<file path="config.mk">
export PLATFORM = sky130hd
export DESIGN_NAME = burst_rx
export DESIGN_NICKNAME = d
export VERILOG_FILES = /design/src/rtl/rxb_pkg.sv /design/src/rtl/rx_framer.sv /design/src/rtl/rx_lane.sv /design/src/rtl/rx_fsgen.sv /design/src/rtl/burst_rx.sv
export SDC_FILE = /design/constraint.sdc
export NUM_CORES = 1
export LEC_CHECK = 0
export BUFFER_PORTS_ARGS = -buffer_cell sky130_fd_sc_hd__buf_4
export CORE_ASPECT_RATIO = 1.2
export CORE_UTILIZATION = 31
export DETAILED_ROUTE_END_ITERATION = 6
export GPL_TIMING_DRIVEN = 0
export PLACE_DENSITY_LB_ADDON = 0.05
export SYNTH_ARGS = -nofsm -noshare
export SYNTH_HDL_FRONTEND = slang
export SYNTH_SLANG_ARGS = --single-unit
</file>
<file path="constraint.sdc">
create_clock -name clk -period 2.5 [get_ports clk]
set_input_delay 0.125 -clock clk [delete_from_list [all_inputs] [get_ports clk]]
set_output_delay 0.125 -clock clk [all_outputs]
set_load 0.01 [all_outputs]
</file>
<file path="src/rtl/rxb_pkg.sv">
package rxb_pkg;

  typedef enum logic [1:0] {
    FR_IDLE  = 2'd0,
    FR_WAIT  = 2'd1,
    FR_SHIFT = 2'd2
  } fr_state_e;

  // Delay code 3 is folded onto the longest legal delay.
  function automatic logic [1:0] eff_delay(input logic [1:0] code);
    return (code == 2'd3) ? 2'd2 : code;
  endfunction

  // Clamp a requested slot length into the supported window.
  function automatic int unsigned clamp_len(input int unsigned req,
                                            input int unsigned lo,
                                            input int unsigned hi);
    if (req < lo) return lo;
    if (req > hi) return hi;
    return req;
  endfunction

endpackage

</file>
<file path="src/rtl/rx_framer.sv">
module rx_framer
  import rxb_pkg::*;
#(
  parameter int WORD_W  = 32,
  parameter int MIN_LEN = 8,
  parameter int LEN_W   = $clog2(WORD_W + 1)
) (
  input  logic             clk,
  input  logic             rst_n,
  input  logic             fs_src,
  input  logic [1:0]       cfg_delay,
  input  logic [LEN_W-1:0] cfg_len,
  output logic             sample_en,
  output logic             first_bit,
  output logic             last_bit,
  output logic             busy,
  output logic             fs_evt,
  output logic             fs_ignored
);

  fr_state_e        st;
  logic             fs_prev;
  logic [1:0]       dly_left;
  logic [LEN_W-1:0] len_q;
  logic [LEN_W-1:0] bit_idx;
  logic [1:0]       d_eff;
  logic [LEN_W-1:0] len_new;
  logic             start;

  assign d_eff   = eff_delay(cfg_delay);
  assign len_new = LEN_W'(clamp_len(32'(cfg_len), MIN_LEN, WORD_W));

  assign fs_evt     = fs_src & ~fs_prev;
  assign start      = fs_evt && (st == FR_IDLE);
  assign fs_ignored = fs_evt && (st != FR_IDLE);
  assign busy       = (st != FR_IDLE);

  assign sample_en = (start && d_eff == 2'd0) ||
                     (st == FR_WAIT && dly_left == 2'd0) ||
                     (st == FR_SHIFT);
  assign first_bit = sample_en && (st != FR_SHIFT);
  assign last_bit  = (st == FR_SHIFT) && (bit_idx == len_q - LEN_W'(1));

  always_ff @(posedge clk or negedge rst_n) begin
    if (!rst_n) begin
      st       <= FR_IDLE;
      fs_prev  <= 1'b0;
      dly_left <= 2'd0;
      len_q    <= LEN_W'(MIN_LEN);
      bit_idx  <= '0;
    end else begin
      fs_prev <= fs_src;
      case (st)
        FR_IDLE: begin
          if (start) begin
            len_q <= len_new;
            if (d_eff == 2'd0) begin
              st      <= FR_SHIFT;
              bit_idx <= LEN_W'(1);
            end else begin
              st       <= FR_WAIT;
              dly_left <= d_eff - 2'd1;
            end
          end
        end
        FR_WAIT: begin
          if (dly_left == 2'd0) begin
            st      <= FR_SHIFT;
            bit_idx <= LEN_W'(1);
          end else begin
            dly_left <= dly_left - 2'd1;
          end
        end
        FR_SHIFT: begin
          if (last_bit) begin
            st      <= FR_IDLE;
            bit_idx <= '0;
          end else begin
            bit_idx <= bit_idx + LEN_W'(1);
          end
        end
        default: st <= FR_IDLE;
      endcase
    end
  end

  // the bit counter never runs past the slot length latched at start.
  assert_bits_within_slot_R3: assert property (@(posedge clk) disable iff (!rst_n)
    (st == FR_SHIFT) |-> (bit_idx < len_q));

  // the remaining delay never exceeds the longest legal delay.
  assert_delay_bound_R2: assert property (@(posedge clk) disable iff (!rst_n)
    (st == FR_WAIT) |-> (dly_left < 2'd2));

  // an edge seen mid-slot does not restart the slot.
  assert_busy_edge_ignored_R5: assert property (@(posedge clk) disable iff (!rst_n)
    fs_ignored |=> $stable(len_q));

  // after a slot ends, sampling resumes only with a new slot.
  assert_one_slot_per_edge_R1: assert property (@(posedge clk) disable iff (!rst_n)
    last_bit |=> (!sample_en || first_bit));

endmodule

</file>
<file path="src/rtl/rx_lane.sv">
module rx_lane #(
  parameter int WORD_W = 32
) (
  input  logic              clk,
  input  logic              rst_n,
  input  logic              en,
  input  logic              sd,
  input  logic              sample_en,
  input  logic              first_bit,
  input  logic              last_bit,
  input  logic              rd_en,
  output logic [WORD_W-1:0] data,
  output logic              ready,
  output logic              ovr
);

  logic [WORD_W-1:0] shift_q;
  logic [WORD_W-1:0] next_word;
  logic              word_done;

  assign next_word = {shift_q[WORD_W-2:0], sd};
  assign word_done = en && last_bit;

  always_ff @(posedge clk or negedge rst_n) begin
    if (!rst_n) begin
      shift_q <= '0;
      data    <= '0;
      ready   <= 1'b0;
      ovr     <= 1'b0;
    end else begin
      if (en && sample_en)
        shift_q <= first_bit ? WORD_W'(sd) : next_word;
      if (word_done) begin
        data  <= next_word;
        ready <= 1'b1;
        ovr   <= ready && !rd_en;
      end else if (rd_en) begin
        ready <= 1'b0;
        ovr   <= 1'b0;
      end
    end
  end

  // a ready flag only rises from a completed slot.
  assert_ready_from_slot_R6: assert property (@(posedge clk) disable iff (!rst_n)
    $rose(ready) |-> $past(word_done));

  // a read without a new word clears the flag.
  assert_read_clears_R6: assert property (@(posedge clk) disable iff (!rst_n)
    (rd_en && !word_done) |=> !ready);

  // an overrun is only reported over a buffer that was still unread.
  assert_overrun_cause_R7: assert property (@(posedge clk) disable iff (!rst_n)
    $rose(ovr) |-> $past(ready));

  // an overrun flag always refers to a word still pending.
  assert_overrun_with_ready_R7: assert property (@(posedge clk) disable iff (!rst_n)
    ovr |-> ready);

  // a disabled lane never raises its ready flag.
  assert_disabled_quiet_R9: assert property (@(posedge clk) disable iff (!rst_n)
    (!en && !ready) |=> !ready);

endmodule

</file>
<file path="src/rtl/rx_fsgen.sv">
module rx_fsgen #(
  parameter int LANES = 4
) (
  input  logic             clk,
  input  logic             rst_n,
  input  logic             master,
  input  logic             busy,
  input  logic [LANES-1:0] ready,
  input  logic [LANES-1:0] lane_en,
  output logic             fs_out
);

  logic all_read;

  assign all_read = ((ready & lane_en) == '0);

  always_ff @(posedge clk or negedge rst_n) begin
    if (!rst_n) fs_out <= 1'b0;
    else        fs_out <= master && !fs_out && !busy && all_read;
  end

  // the generated frame sync lasts exactly one clock.
  assert_fs_single_R8: assert property (@(posedge clk) disable iff (!rst_n)
    fs_out |=> !fs_out);

  // no pulse while an enabled buffer is pending.
  assert_fs_gated_R9: assert property (@(posedge clk) disable iff (!rst_n)
    fs_out |-> all_read);

  // no pulse while a slot is still in progress.
  assert_fs_idle_R9: assert property (@(posedge clk) disable iff (!rst_n)
    fs_out |-> !busy);

endmodule

</file>
<file path="src/rtl/burst_rx.sv">
module burst_rx #(
  parameter int LANES   = 4,
  parameter int WORD_W  = 32,
  parameter int MIN_LEN = 8,
  parameter int LEN_W   = $clog2(WORD_W + 1)
) (
  input  logic                    clk,
  input  logic                    rst_n,
  input  logic                    cfg_master,
  input  logic [1:0]              cfg_delay,
  input  logic [LEN_W-1:0]        cfg_slot_len,
  input  logic [LANES-1:0]        cfg_lane_en,
  input  logic                    fs_in,
  output logic                    fs_out,
  input  logic [LANES-1:0]        sd_in,
  input  logic [LANES-1:0]        rd_en,
  output logic [LANES*WORD_W-1:0] rd_data,
  output logic [LANES-1:0]        rd_ready,
  output logic [LANES-1:0]        rd_overrun
);

  logic fs_src;
  logic sample_en;
  logic first_bit;
  logic last_bit;
  logic busy;
  logic fs_evt;
  logic fs_ignored;

  // In master mode the framer follows its own pulse; fs_in is not looked at.
  assign fs_src = cfg_master ? fs_out : fs_in;

  rx_framer #(
    .WORD_W (WORD_W),
    .MIN_LEN(MIN_LEN),
    .LEN_W  (LEN_W)
  ) u_framer (
    .clk       (clk),
    .rst_n     (rst_n),
    .fs_src    (fs_src),
    .cfg_delay (cfg_delay),
    .cfg_len   (cfg_slot_len),
    .sample_en (sample_en),
    .first_bit (first_bit),
    .last_bit  (last_bit),
    .busy      (busy),
    .fs_evt    (fs_evt),
    .fs_ignored(fs_ignored)
  );

  for (genvar i = 0; i < LANES; i++) begin : g_lane
    rx_lane #(.WORD_W(WORD_W)) u_lane (
      .clk      (clk),
      .rst_n    (rst_n),
      .en       (cfg_lane_en[i]),
      .sd       (sd_in[i]),
      .sample_en(sample_en),
      .first_bit(first_bit),
      .last_bit (last_bit),
      .rd_en    (rd_en[i]),
      .data     (rd_data[i*WORD_W +: WORD_W]),
      .ready    (rd_ready[i]),
      .ovr      (rd_overrun[i])
    );
  end

  rx_fsgen #(.LANES(LANES)) u_fsgen (
    .clk    (clk),
    .rst_n  (rst_n),
    .master (cfg_master),
    .busy   (busy),
    .ready  (rd_ready),
    .lane_en(cfg_lane_en),
    .fs_out (fs_out)
  );

  // a slot begins only where an edge of the selected frame sync was seen.
  assert_start_on_edge_R1: assert property (@(posedge clk) disable iff (!rst_n)
    (first_bit && !busy) |-> fs_evt);

endmodule

</file>
; ---- After elaboration in Yosys (flattened, before gate mapping)
; Index checks and enable logic that the tools add are counted.
[word_totals]
input_bits = 24
word_cells = 124
regBits = 278
out_inout_bits = 137
[classes]
mux = 39
order_cmp = 2
n_reduce_logical = 43
n_addsub = 4
n_eq_ne = 11
bitwise_logic = 3
[ops]
columns = cell, count
row1 = two-way mux 31 bit, 4
row2 = two-way mux 6 bit, 7
row3 = logical AND 1 bit, 20
row4 = case mux 6 bit (3 select lines), 1
row5 = two-way mux 1 bit, 16
row6 = two-way mux 2 bit, 8
row7 = nonzero test 2 bit, 6
row8 = != test 2 bit (second input constant), 5
row9 = AND reduction 4 bit, 2
row10 = adder 6 x 1 -> 6 bit (second input constant), 1
row11 = == test 6 bit, 1
row12 = > comparator 6 bit (second input constant), 1
row13 = logical NOT 1 bit, 6
row14 = logical NOT 2 bit, 3
row15 = < comparator 6 x 4 -> 1 bit (second input constant), 1
row16 = case mux 2 bit (3 select lines), 1
row17 = subtractor 6 x 1 -> 6 bit (second input constant), 1
row18 = AND 4 bit, 1
row19 = == test 2 bit (second input constant), 2
row20 = logical NOT 4 bit, 1
row21 = two-way mux 4 bit, 1
row22 = != test 2 x 1 -> 1 bit (second input constant), 2
row23 = case mux 2 bit (2 select lines), 1
row24 = subtractor 2 x 1 -> 2 bit (second input constant), 2
row25 = 7 further kinds, 8

; ---- Longest topological paths before layout
[logic_depth]
ltp_word = 8
depth_mapped = 9
depth_no_buf = 7

; ---- Hierarchy
; A second synthesis with hierarchy kept.
[hier_totals]
cells_unflattened = 801
area_unflattened_um2 = 11596.1
[by_module_without_submodules]
columns = module, area_each_um2, instances, cells_per_inst, seq_area_each_um2
row1 = rx_lane, 2631.3, 4, 173, 1626.6
row2 = rx_framer, 1003.5, 1, 103, 426.7
row3 = rx_fsgen, 52.6, 1, 5, 25.0
row4 = burst_rx, 15.0, 1, 1, 0.0

; ---- Worst setup path after synthesis
; No wires, ideal clock.
[synth_timing]
path_type = register to register
startpoint = register u_framer.len_q[0]
endpoint = register g_lane[2].u_lane.data[23]
stages_incl_launch_ff = 10
path_buffers = 2
period_less_slack_ns = 2.343
required_ns = 2.372
slack_ns = 0.157
setup_ns = 0.128
arrival_ns = 2.215
cell_sequence = dfrtp_1 -> inv_1 -> ha_1 -> xnor2_1 -> nor2_1 -> o31a_1 -> buf_2 -> nor3b_4 -> buf_4 -> mux2_1
[synth_between]
elab_chain_cells = 4
[synth_rtl]
columns = item, line
row1 = start: declaration, rx_framer.sv:24  ; logic [LEN_W-1:0] len_q;
row2 = start signal: assignment, rx_framer.sv:49  ; len_q <= LEN_W'(MIN_LEN);
row3 = start signal: assignment, rx_framer.sv:56  ; len_q <= len_new;
row4 = subtractor 6 x 1 -> 6 bit, rx_framer.sv:42  ; assign last_bit = (st == FR_SHIFT) && (bit_idx == len_q - LEN_W'(1));
row5 = == test 6 bit, rx_framer.sv:42
row6 = logical AND 1 bit, rx_framer.sv:42
row7 = logical AND 1 bit, rx_lane.sv:22  ; assign word_done = en && last_bit;
row8 = end signal: assignment, rx_lane.sv:34  ; data <= next_word;
row9 = end: declaration, rx_lane.sv:12  ; output logic [WORD_W-1:0] data,
; Every way passes these cells.
; A chain may end at the register's enable or synchronous reset.

; ---- Worst setup path in the final report
[layout_timing]
startpoint = register u_framer.len_q[0]
endpoint = register g_lane[1].u_lane.data[6]
[layout_between]
elab_chain_cells = 4
[layout_rtl]
columns = item, line
row1 = subtractor 6 x 1 -> 6 bit, rx_framer.sv:42
row2 = == test 6 bit, rx_framer.sv:42
row3 = logical AND 1 bit, rx_framer.sv:42
row4 = logical AND 1 bit, rx_lane.sv:22
row5 = end signal: assignment, rx_lane.sv:34
row6 = end: declaration, rx_lane.sv:12
; Every way passes these cells.

==> results.sh <==
export IMPL_r2r_setup_slack_ns=0.09
export IMPL_numPortBuffers=160
export IMPL_drtPass1Iterations=4
export IMPL_synthAdderAreaFrac_pct=0.236
export IMPL_drc_errors=0
export IMPL_reg2reg_to="g_lane[1].u_lane.data[6]"
export IMPL_postLayoutCoreUtil_pct=41.3
export IMPL_synth_top_family_by_area="multiplexers"
export IMPL_cp_slowest_cell="dfrtp_1"
export IMPL_yosys_area_share_simple_pct=3.83
export IMPL_dieArea_um2=34900
export IMPL_ys_flop_type="dfrtp_1"
export IMPL_cp_end_kind="flop"
export IMPL_synth_compound_area_share_pct=11.8
export IMPL_syn_num_nets=722
export IMPL_hold_slack_ns=0.0389
export IMPL_ant_nets=0
export IMPL_reg2reg_from="u_framer.len_q[0]"
export IMPL_period_share_pct=96.2
export IMPL_ys_seq_elements=278
export IMPL_fin_skew_ns=0.00860
export IMPL_syn_area_um2=10600
export IMPL_die_w_um=171
export IMPL_grt_max_degree=125
export IMPL_core_area_um2=33400
export IMPL_grt_pass1_vias=6887
export IMPL_ctsHtreeMaxLevel=1
export IMPL_clock_path_buffers=3
export IMPL_place_gp_congestion=0.719
export IMPL_area_delta_synth_final_pct=30.2
export IMPL_clk_latency_ns=0.55
export IMPL_cp_max_fo=10
export IMPL_io_pins=161
export IMPL_syn_area_per_cell_um2=15.2
export IMPL_fin_total_pwr_mw=12.4
export IMPL_period_minus_slack_ns=2.41
export IMPL_cts_buffers_inserted=30
export IMPL_max_clock_freq_ghz=0.416
export IMPL_clock_sinks=278
export IMPL_fillers=3221
export IMPL_gr_total_overflow=0
export IMPL_leakagePower_nw=6.95
export IMPL_drive_gt1_share_pct=38.2
export IMPL_wl_per_cell_um=16.5
export IMPL_slew_violations=0
export IMPL_wirelength_um=23100
export IMPL_antenna_found_initial=1
export IMPL_setup_viol=0
export IMPL_hold_violations=0
export IMPL_outcome="complete, no violations"
export IMPL_synth_edf_count=0
export IMPL_power_density_nw_per_um2=896
export IMPL_synthArstFlopShare_pct=100
export IMPL_arrival_ns=2.83
export IMPL_worstMarginPinSlew_ns=0.675
export IMPL_cp_start_kind="flop"
export IMPL_maxCapViolCount=0
export IMPL_hpwl_um=15400
export IMPL_yosysWarnings=0
export IMPL_cp_required_ns=2.93
export IMPL_ir_drop_mv=0.480
export IMPL_reg2regPathDepth=10
export IMPL_min_path_type="input pin to asynchronous set/reset pin"
export IMPL_synth_xor_area_share_pct=0.661
export IMPL_critPathKind="flop to flop"
export IMPL_root_buffer="clkbuf_16"
export IMPL_initial_core_util_pct=31.7
export IMPL_yosys_mux_area_fraction_pct=14.7
export IMPL_die_h_um=205
export IMPL_maxSlewHeadroom_pct=55.0
export IMPL_fin_nets=952
export IMPL_vias=6568
export IMPL_vias_per_cell=4.69
export IMPL_drtIter0Drc=201
export IMPL_yosysUniqueCellTypes=43
export IMPL_track_usage_pct=13.5
export IMPL_tritoncts="done"
export IMPL_clk_pin_slew_worst_paths_ns=0.06
export IMPL_grt_pass1_wl_um=37600
export IMPL_rows=73
export IMPL_syn_instance_count=696
export IMPL_slowest_delay_ns=0.42
export IMPL_crit_path_cell_trace="inv_1, ha_2, xnor2_1, nor2_1, nand4b_4, buf_4, nor3b_4, buf_12, buf_6, mux2_2"
export IMPL_ys_seq_area_share_pct=65.7
## through the flow
stage / setup TNS (ns) / setup slack, ns / cell area [µm²] / cells
5_1_grt: -0.00922 / -0.00495 / 13800 / 1399
2_1_floorplan: 0 / 0.157 / 10600 / 696
4_1_cts: 0 / 0.00682 / 13800 / 1396
6_report: 0 / 0.0943 / 13800 / 1399
3_5_place_dp: -19.04 / -0.227 / 12400 / 1308
3_3_place_gp: -293.57 / -1.02 / 12400 / 1306
## power by group
part | internal (mW) | switching, mW | leakage [nW] | total, mW
Clock | 2.68 | 1.80 | 0.489 | 4.48
Combinational | 1.07 | 1.33 | 2.63 | 2.40
Sequential | 5.03 | 0.459 | 3.83 | 5.49
Total | 8.77 | 3.59 | 6.95 | 12.4
## critical path, delay by kind of cell, from the launching register on
family | cells | cell delay [ns]
mux | 1 | 0.35
xor+xnor | 1 | 0.12
fa+ha+maj | 1 | 0.27
simple gates | 3 | 0.53
flops | 1 | 0.42
buf+inv | 4 | 0.59
## kinds of logic after synthesis
kind of cell,count (synthesis)
simple gates,64
mux,139
fa+ha+maj,2
xor+xnor,8
buf+inv,56
flops,278
compound gates,149
## cell type report
cell class	count	area, µm²	share of cell area [%]
Buffer	47	305	2.21
Clock inverter	9	108	0.780
Multi-Input combinational cell	362	3320	24.1
Tap cell	450	563	4.08
Timing Repair Buffer	198	1610	11.7
Antenna cell	1	2.50	0.0181
Inverter	9	33.8	0.245
Clock buffer	45	898	6.51
Sequential cell	278	6960	50.4
## routing by layer
metal  track usage (%)  vias to the layer above  share of wire (%)  wire length [µm]
met5                 0                        -                  0                 0
met4              3.99                        0                2.0               463
met3              2.38                       29                4.9              1140
met2              22.3                      148                 49             11300
met1              18.0                     3364                 44             10100
li1                  -                     3027                  -                 -
## repair_timing
action	in CTS	in global routing
resized for setup	1	7
buffers inserted	10	2
hold endpoints to repair	302	0
hold buffers	24	0
endpoints found under the setup margin	126	249
pin swaps	5	3
## worst max-delay path by stage
stage                 startpoint                         to  slack [ns]  cells after the start
2_1_floorplan  u_framer.len_q[0]  g_lane[2].u_lane.data[23]        0.16                      9
3_3_place_gp               rst_n  g_lane[2].u_lane.data[19]       -1.02                      1
3_5_place_dp   u_framer.len_q[0]  g_lane[2].u_lane.data[27]       -0.23                      8
4_1_cts        u_framer.len_q[0]  g_lane[1].u_lane.data[14]       0.007                     10
5_1_grt        u_framer.len_q[0]  g_lane[2].u_lane.data[23]      -0.005                     10
6_report       u_framer.len_q[0]   g_lane[1].u_lane.data[6]        0.09                     10
## state kept, by name, summed over array words and instances (netlist names)
| register | cells |
|---|---|
| u_framer.fs_prev | 1 |
| u_framer.st | 2 |
| g_lane.u_lane.data | 128 |
| u_framer.dly_left | 2 |
| u_framer.bit_idx | 6 |
| g_lane.u_lane.ready | 4 |
| u_framer.len_q | 6 |
| u_fsgen.fs_out | 1 |
| g_lane.u_lane.ovr | 4 |
| g_lane.u_lane.shift_q | 124 |
## synth_stat cells (all sizes together), types with 2 or more instances
cell | instances | area share, %
nand2 | 13 | 0.46
nor4 | 2 | 0.12
xnor2 | 6 | 0.50
a22o | 120 | 9.9
o211ai | 4 | 0.28
a22oi | 3 | 0.21
mux2 | 134 | 14
o21ai | 8 | 0.38
nand2b | 13 | 0.77
and2 | 4 | 0.24
xor2 | 2 | 0.17
dfrtp | 277 | 65
a21oi | 4 | 0.19
inv | 9 | 0.32
clkbuf | 26 | 0.92
nand3b | 2 | 0.14
ha | 2 | 0.24
nor2 | 11 | 0.39
nor2b | 3 | 0.18
buf | 21 | 1.9
nor3b | 5 | 0.78
nand3 | 6 | 0.28
mux2i | 5 | 0.47
## cells in the final DEF (no fill, tap or decap), drive strengths merged, types with 2 or more instances in the layout
| cell | count |
|---|---|
| dfrtp | 277 |
| buf | 195 |
| mux2 | 134 |
| a22o | 120 |
| clkbuf | 71 |
| dlygate4sd3 | 24 |
| nand2 | 13 |
| nand2b | 13 |
| nor2 | 11 |
| inv | 9 |
| o21ai | 8 |
| xnor2 | 6 |
| nand3 | 6 |
| mux2i | 5 |
| nor3b | 5 |
| clkinv | 5 |
| and2 | 4 |
| a21oi | 4 |
| o211ai | 4 |
| a22oi | 3 |
| nor2b | 3 |
| xor2 | 2 |
| nand3b | 2 |
| bufinv | 2 |
| clkinvlp | 2 |
| nor4 | 2 |
| ha | 2 |
No activity file was read; power rests on OpenSTA's default activity.
